`src/rtl/acq_pkg.sv`:
```
package acq_pkg;
  typedef enum logic [2:0] {
    ST_IDLE    = 3'd0,
    ST_TRIGGER = 3'd1,
    ST_LATENCY = 3'd2,
    ST_RECORD  = 3'd3,
    ST_DONE    = 3'd4
  } acq_state_e;
endpackage

```
`src/rtl/acq_regs.sv`:
```
module acq_regs #(
  parameter int HOST_W   = 16,
  parameter int LAT_W    = 12,
  parameter int AW       = 9,
  parameter int LAT_INIT = 16
) (
  input  logic              clk,
  input  logic              rst_n,
  input  logic              host_wr,
  input  logic [1:0]        host_addr,
  input  logic [HOST_W-1:0] host_wdata,
  output logic [HOST_W-1:0] host_rdata,
  output logic              start_req,
  input  logic              start_acc,
  input  logic              done_set,
  input  logic              busy,
  output logic [LAT_W-1:0]  lat_o,
  output logic [AW-1:0]     nm1_o,
  output logic              done_o
);
  logic [LAT_W-1:0] lat_q, lat_d;
  logic [AW-1:0]    nm1_q, nm1_d;
  logic             done_q, done_d;
  logic             lat_en, nm1_en;

  assign start_req = host_wr && (host_addr == 2'd0) && host_wdata[0];
  assign lat_en    = host_wr && (host_addr == 2'd1);
  assign nm1_en    = host_wr && (host_addr == 2'd2);

  always_comb begin
    lat_d  = lat_en ? host_wdata[LAT_W-1:0] : lat_q;
    nm1_d  = nm1_en ? host_wdata[AW-1:0]    : nm1_q;
    done_d = done_q;
    if (start_acc)     done_d = 1'b0;
    else if (done_set) done_d = 1'b1;
  end

  always_ff @(posedge clk or negedge rst_n) begin
    if (!rst_n) begin
      lat_q  <= LAT_W'(LAT_INIT);
      nm1_q  <= {AW{1'b1}};
      done_q <= 1'b0;
    end else begin
      lat_q  <= lat_d;
      nm1_q  <= nm1_d;
      done_q <= done_d;
    end
  end

  always_comb begin
    host_rdata = '0;
    case (host_addr)
      2'd0:    host_rdata[1:0]       = {busy, done_q};
      2'd1:    host_rdata[LAT_W-1:0] = lat_q;
      2'd2:    host_rdata[AW-1:0]    = nm1_q;
      default: host_rdata            = '0;
    endcase
  end

  assign lat_o  = lat_q;
  assign nm1_o  = nm1_q;
  assign done_o = done_q;

  AST_DONE_HOLD: assert property (@(posedge clk) disable iff (!rst_n)
    (done_q && !start_acc) |=> done_q);
  AST_DONE_CLEAR: assert property (@(posedge clk) disable iff (!rst_n)
    start_acc |=> !done_q);
endmodule

```
`src/rtl/acq_fsm.sv`:
```
module acq_fsm
  import acq_pkg::*;
#(
  parameter int LAT_W       = 12,
  parameter int AW          = 9,
  parameter int TRIG_PULSES = 3
) (
  input  logic             clk,
  input  logic             rst_n,
  input  logic             start_req,
  input  logic [LAT_W-1:0] lat_i,
  input  logic [AW-1:0]    nm1_i,
  output logic             start_acc,
  output logic             done_set,
  output logic             busy,
  output logic             trig,
  output logic             rec_en,
  output logic [AW-1:0]    rec_idx
);
  localparam int CW_A = (LAT_W > AW + 1) ? LAT_W : AW + 1;
  localparam int CW   = (CW_A > $clog2(2 * TRIG_PULSES) + 1) ? CW_A : $clog2(2 * TRIG_PULSES) + 1;
  localparam logic [CW-1:0] TRIG_LAST = CW'(2 * TRIG_PULSES - 1);

  acq_state_e       state_q, state_d;
  logic [CW-1:0]    cnt_q, cnt_d;
  logic [LAT_W-1:0] lat_q;
  logic [AW-1:0]    nm1_q;
  logic [CW-1:0]    lat_last;
  logic             last;

  assign start_acc = start_req && (state_q == ST_IDLE);
  assign lat_last  = (lat_q == '0) ? '0 : CW'(lat_q) - CW'(1);

  always_comb begin
    case (state_q)
      ST_TRIGGER: last = (cnt_q == TRIG_LAST);
      ST_LATENCY: last = (cnt_q == lat_last);
      ST_RECORD:  last = (cnt_q == CW'(nm1_q));
      default:    last = 1'b1;
    endcase
  end

  always_comb begin
    state_d = state_q;
    cnt_d   = cnt_q + CW'(1);
    case (state_q)
      ST_IDLE: begin
        cnt_d = '0;
        if (start_acc) state_d = ST_TRIGGER;
      end
      ST_TRIGGER: if (last) begin state_d = ST_LATENCY; cnt_d = '0; end
      ST_LATENCY: if (last) begin state_d = ST_RECORD;  cnt_d = '0; end
      ST_RECORD:  if (last) begin state_d = ST_DONE;    cnt_d = '0; end
      default:    begin state_d = ST_IDLE; cnt_d = '0; end
    endcase
  end

  always_ff @(posedge clk or negedge rst_n) begin
    if (!rst_n) begin
      state_q <= ST_IDLE;
      cnt_q   <= '0;
    end else begin
      state_q <= state_d;
      cnt_q   <= cnt_d;
    end
  end

  always_ff @(posedge clk or negedge rst_n) begin
    if (!rst_n) begin
      lat_q <= '0;
      nm1_q <= '0;
    end else if (start_acc) begin
      lat_q <= lat_i;
      nm1_q <= nm1_i;
    end
  end

  assign done_set = (state_q == ST_RECORD) && last;
  assign busy     = (state_q != ST_IDLE);
  assign trig     = (state_q == ST_TRIGGER) && !cnt_q[0];
  assign rec_en   = (state_q == ST_RECORD);
  assign rec_idx  = cnt_q[AW-1:0];

  AST_TRIG_SINGLE: assert property (@(posedge clk) disable iff (!rst_n)
    trig |=> !trig);
  AST_START_IGNORED: assert property (@(posedge clk) disable iff (!rst_n)
    (start_req && state_q != ST_IDLE && state_q != ST_DONE) |=> (state_q != ST_TRIGGER || cnt_q != '0));
  AST_TRIG_FIRST: assert property (@(posedge clk) disable iff (!rst_n)
    start_acc |=> trig);
endmodule

```
`src/rtl/acq_wrport.sv`:
```
module acq_wrport #(
  parameter int DATA_W = 12,
  parameter int AW     = 9
) (
  input  logic              clk,
  input  logic              rst_n,
  input  logic              rec_en,
  input  logic [AW-1:0]     rec_idx,
  input  logic              trig,
  input  logic [DATA_W-1:0] sample_i,
  output logic              buf_we_o,
  output logic [AW-1:0]     buf_addr_o,
  output logic [DATA_W-1:0] buf_data_o
);
  assign buf_we_o   = rec_en;
  assign buf_addr_o = rec_idx;
  assign buf_data_o = sample_i;

  AST_ADDR_STEP: assert property (@(posedge clk) disable iff (!rst_n)
    (buf_we_o && $past(buf_we_o)) |-> (buf_addr_o == $past(buf_addr_o) + AW'(1)));
  AST_ADDR_FIRST: assert property (@(posedge clk) disable iff (!rst_n)
    $rose(buf_we_o) |-> (buf_addr_o == '0));
  AST_NO_TRIG_DURING_WRITE: assert property (@(posedge clk) disable iff (!rst_n)
    !(trig && buf_we_o));
endmodule

```
`src/rtl/acq_capture_ctrl.sv`:
```
module acq_capture_ctrl #(
  parameter int DATA_W      = 12,
  parameter int LAT_W       = 12,
  parameter int DEPTH       = 512,
  parameter int TRIG_PULSES = 3,
  parameter int LAT_INIT    = 16,
  parameter int HOST_W      = 16,
  localparam int AW         = $clog2(DEPTH)
) (
  input  logic              clk,
  input  logic              rst_n,
  input  logic              host_wr,
  input  logic [1:0]        host_addr,
  input  logic [HOST_W-1:0] host_wdata,
  output logic [HOST_W-1:0] host_rdata,
  output logic              trig_o,
  input  logic [DATA_W-1:0] sample_i,
  output logic              buf_we_o,
  output logic [AW-1:0]     buf_addr_o,
  output logic [DATA_W-1:0] buf_data_o
);
  logic [1:0]       rst_sync_q;
  logic             rst_n_s;
  logic             start_req, start_acc, done_set, busy, done;
  logic             rec_en, trig;
  logic [AW-1:0]    rec_idx, nm1;
  logic [LAT_W-1:0] lat;

  always_ff @(posedge clk or negedge rst_n) begin
    if (!rst_n) rst_sync_q <= 2'b00;
    else        rst_sync_q <= {rst_sync_q[0], 1'b1};
  end
  assign rst_n_s = rst_sync_q[1];

  acq_regs #(.HOST_W(HOST_W), .LAT_W(LAT_W), .AW(AW), .LAT_INIT(LAT_INIT)) u_regs (
    .clk(clk), .rst_n(rst_n_s), .host_wr(host_wr), .host_addr(host_addr),
    .host_wdata(host_wdata), .host_rdata(host_rdata), .start_req(start_req),
    .start_acc(start_acc), .done_set(done_set), .busy(busy),
    .lat_o(lat), .nm1_o(nm1), .done_o(done));

  acq_fsm #(.LAT_W(LAT_W), .AW(AW), .TRIG_PULSES(TRIG_PULSES)) u_fsm (
    .clk(clk), .rst_n(rst_n_s), .start_req(start_req), .lat_i(lat), .nm1_i(nm1),
    .start_acc(start_acc), .done_set(done_set), .busy(busy), .trig(trig),
    .rec_en(rec_en), .rec_idx(rec_idx));

  acq_wrport #(.DATA_W(DATA_W), .AW(AW)) u_wrport (
    .clk(clk), .rst_n(rst_n_s), .rec_en(rec_en), .rec_idx(rec_idx), .trig(trig),
    .sample_i(sample_i), .buf_we_o(buf_we_o), .buf_addr_o(buf_addr_o),
    .buf_data_o(buf_data_o));

  assign trig_o = trig;

  AST_DONE_AFTER_WRITES: assert property (@(posedge clk) disable iff (!rst_n_s)
    $fell(buf_we_o) |-> (done && busy));
  AST_IDLE_AFTER_DONE: assert property (@(posedge clk) disable iff (!rst_n_s)
    (done && !busy) |-> (!trig_o && !buf_we_o));
endmodule

```
`config.mk`:
```
export PLATFORM = sky130hd
export DESIGN_NAME = acq_capture_ctrl
export DESIGN_NICKNAME = d
export VERILOG_FILES = /design/src/rtl/acq_pkg.sv /design/src/rtl/acq_regs.sv /design/src/rtl/acq_fsm.sv /design/src/rtl/acq_wrport.sv /design/src/rtl/acq_capture_ctrl.sv
export SDC_FILE = /design/constraint.sdc
export NUM_CORES = 1
export LEC_CHECK = 0
export ABC_AREA = 0
export BUFFER_PORTS_ARGS = -buffer_cell sky130_fd_sc_hd__buf_2
export CAP_MARGIN = 40
export CORE_UTILIZATION = 45
export DETAILED_ROUTE_END_ITERATION = 7
export PLACE_DENSITY_LB_ADDON = 0.2
export SYNTH_ARGS = -nofsm -noshare
export SYNTH_HDL_FRONTEND = slang
export SYNTH_HIERARCHICAL = 1
export SYNTH_SLANG_ARGS = --single-unit
```
`constraint.sdc`:
```
create_clock -name clk -period 3.49 [get_ports clk]
set_input_delay 0.698 -clock clk [delete_from_list [all_inputs] [get_ports clk]]
set_output_delay 0.698 -clock clk [all_outputs]
set_load 0.005 [all_outputs]
```
==> out/metrics.csv <==
metric,value,unit
outcome,"finished, final reports clean",
post_cts_buffers,0,
syn_to_final_growth,6.438,%
avgRoutedWirePerCell,16.04,µm
synth_cell_types,55,
num_rows,32,
synth_area_leader_cell,dfrtp_1,
crit-reg2reg-capture,u_fsm/state_q[1],
synth_top_area_share,34.25,%
cp.required,3.76,ns
worst_setup_path_start_kind,flip-flop,
ant_nets,0,
cts_resized,0,
slew_headroom,55.25,%
avgSynthCellArea,10.47,µm²
power_frac_clock,22.5,%
min_period,3.276,ns
p_leak,1.752,nW
cts_max_level,3,
core_area,7807,µm²
crit_top_cell,or4_4,
clock_latency,0.36,ns
clock_sink_count,60,
drt_iter0_markers,152,
drive_gt1_share,34.16,%
crit_buf_inv,0,
synth_seq_cells,60,
finalCritPeriodShare,93.86,%
clk_root_buffer_cell,clkbuf_8,
synth_edf_count,0,
final_util,49.81,%
cts_inserted_buffers,9,
crit_chain,"or4_4, or4_1, a21oi_1, nor4bb_1, o211ai_1, or4_4, o31ai_2",
path_clk_slew,0.07,ns
antenna_found_initial,0,
ys_warn_count,6,
async_flop_share,100.0,%
path_max_fanout,13,
end_kind,flip-flop,
synth_most_common_cell,dfrtp_1,
netlist_top_cells_count,"dfrtp_1, buf_4, mux2_2",
hold_violations,0,
finalClockSkew,0.008824,ns
fin_nets,398,
drt_wl_total,7460,µm
r2r_cells,7,
die_area,8483,µm²
drc,0,
cts_hold_buf,0,
cp.depth,7,
netlist_top_cells_area,"dfrtp_1, mux2_2, buf_4",
vias,2536,
max-vdd-ir-drop,329.9,µV
sequentialPowerShare,39.8,%
p_per_area,721.1,nW/µm²
cp_data_arrival_time,3.54,ns
worstMarginPinSlew,0.6712,ns
p_sw_share,38.77,%
grt_pass1_vias,2566,
r2r_slack,0.21,ns
dr.pass1.iters,4,
cts_tree,done,
rsz0062_at_grt,false,
place.gp.congestion,0.8168,
cts_max_path_buffers,2,
synthesis.area,3654,µm²
timing.rr.start,u_fsm/lat_q[2],
setup_tns,0,ns
switchingPower,1.087,mW
n_antenna_cell,0,
p_int,1.717,mW
grt_start_max_net_pins,33,
ios,72,
die-width,92.11,µm
netlist_instances,349,
grt.overflow.total,0,
crit_family,simple AND/OR/NAND/NOR gates,
hold_path_class,in2async,
critPathMaxStageDelay,0.65,ns
dp_hpwl,5576,µm
ys_seq_area_share,41.44,%
grt_pass1_wl,12580,µm
ys.flop_type,dfrtp_1,
dieHeight,92.11,µm
p_comb_share,37.7,%
cap_violations,0,
setup_violations,0,
track_usage,19.46,%
setup.worst_path.class,reg2reg,
slew_violations,0,
max_freq,305.3,MHz
io_buffers,39,
start_util,46.79,%
vias_per_cell,5.454,
slowest_stage,or4_4,
state kept, by name, indices dropped and copies added, names as in the netlist:
name / flops
u_fsm/cnt_q: 12
u_fsm/lat_q: 12
u_regs/nm1_o: 9
u_fsm/state_q: 3
u_fsm/nm1_q: 9
u_regs/lat_o: 12
u_regs/done_o: 1
rst_sync_q: 2
layout make-up:
type / instances / area (µm²)
flip-flops and latches: 60 / 1515
well taps: 102 / 127.6
multi-input cells: 228 / 1760
inverters: 16 / 60.06
repair buffers: 43 / 225.2
clock inverters: 7 / 76.32
fillers: 747 / 3919
clock buffers: 9 / 123.9
routing by layer:
layer / vias up / global-route usage, % / share of wire (%)
li1: 1225 / - / -
met2: 49 / 31.22 / 47
met3: 7 / 6.053 / 4.1
met5: - / 0 / 0
met1: 1255 / 25.17 / 47
met4: 0 / 5.729 / 1.1
cell families after synthesis:
group	Yosys count	synth area share (%)
other	2	0.2056
and+or+nand+nor	109	16.64
DFF	60	41.44
AOI/OAI and AO/OA	47	9.966
xor gates and xnor gates	18	4.692
buffers and inverters	64	10.75
adders and majority gates	7	2.397
muxes	42	13.90
worst reg2reg max path: cells and delay by family (launching register included):
kind / cells / cell delay (ns)
compound gates: 3 / 0.58
flops: 1 / 0.45
simple gates: 4 / 2.15
power groups by stage:
stage	sequential (mW)	combinational [mW]	clock (mW)
2_1_floorplan	1.03	0.931	0
3_3_place_gp	1.12	1.03	0
3_5_place_dp	1.13	1.05	0
4_1_cts	1.11	1.06	0.655
5_1_grt	1.15	1.16	0.681
6_report	1.12	1.06	0.632
worst max-delay path by stage:
stage                       endpoint           start
detailed placement     u_regs/done_o  u_fsm/lat_q[2]
global route           u_regs/done_o  u_fsm/lat_q[2]
floorplan             u_fsm/cnt_q[1]  u_fsm/lat_q[2]
global placement      u_fsm/cnt_q[1]  u_fsm/lat_q[2]
CTS                 u_fsm/state_q[1]  u_fsm/lat_q[2]
finish              u_fsm/state_q[1]  u_fsm/lat_q[2]
stage by stage:
step           total power [mW]  instance area, µm²  hold slack [ns]  std cells  worst slack, ns
3_3_place_gp              2.147                3689           0.3379        449           0.2678
5_1_grt                   2.995                3889          0.08764        465          0.07845
4_1_cts                   2.830                3889          0.09300        465           0.2005
6_report                  2.804                3889           0.1059        465           0.2143
2_1_floorplan             1.961                3665           0.3312        352           0.4412
3_5_place_dp              2.177                3689           0.3380        449           0.2287
placed cells by master, fill, tap and decap left out, drive strengths merged, types with 6 or more instances in the layout:
cell type / netlist / final
a21oi: 9 / 9
a22oi: 7 / 7
and3: 6 / 6
buf: 40 / 43
clkbuf: 8 / 9
dfrtp: 50 / 50
dfstp: 10 / 10
ha: 7 / 7
inv: 16 / 17
mux2: 40 / 40
nand2: 21 / 21
nand3: 13 / 13
nor2: 21 / 21
nor2b: 9 / 9
nor3: 6 / 6
o21ai: 7 / 7
o41ai: 6 / 6
xnor2: 11 / 11
xor2: 6 / 6
No activity file was read; power rests on OpenSTA's default activity.
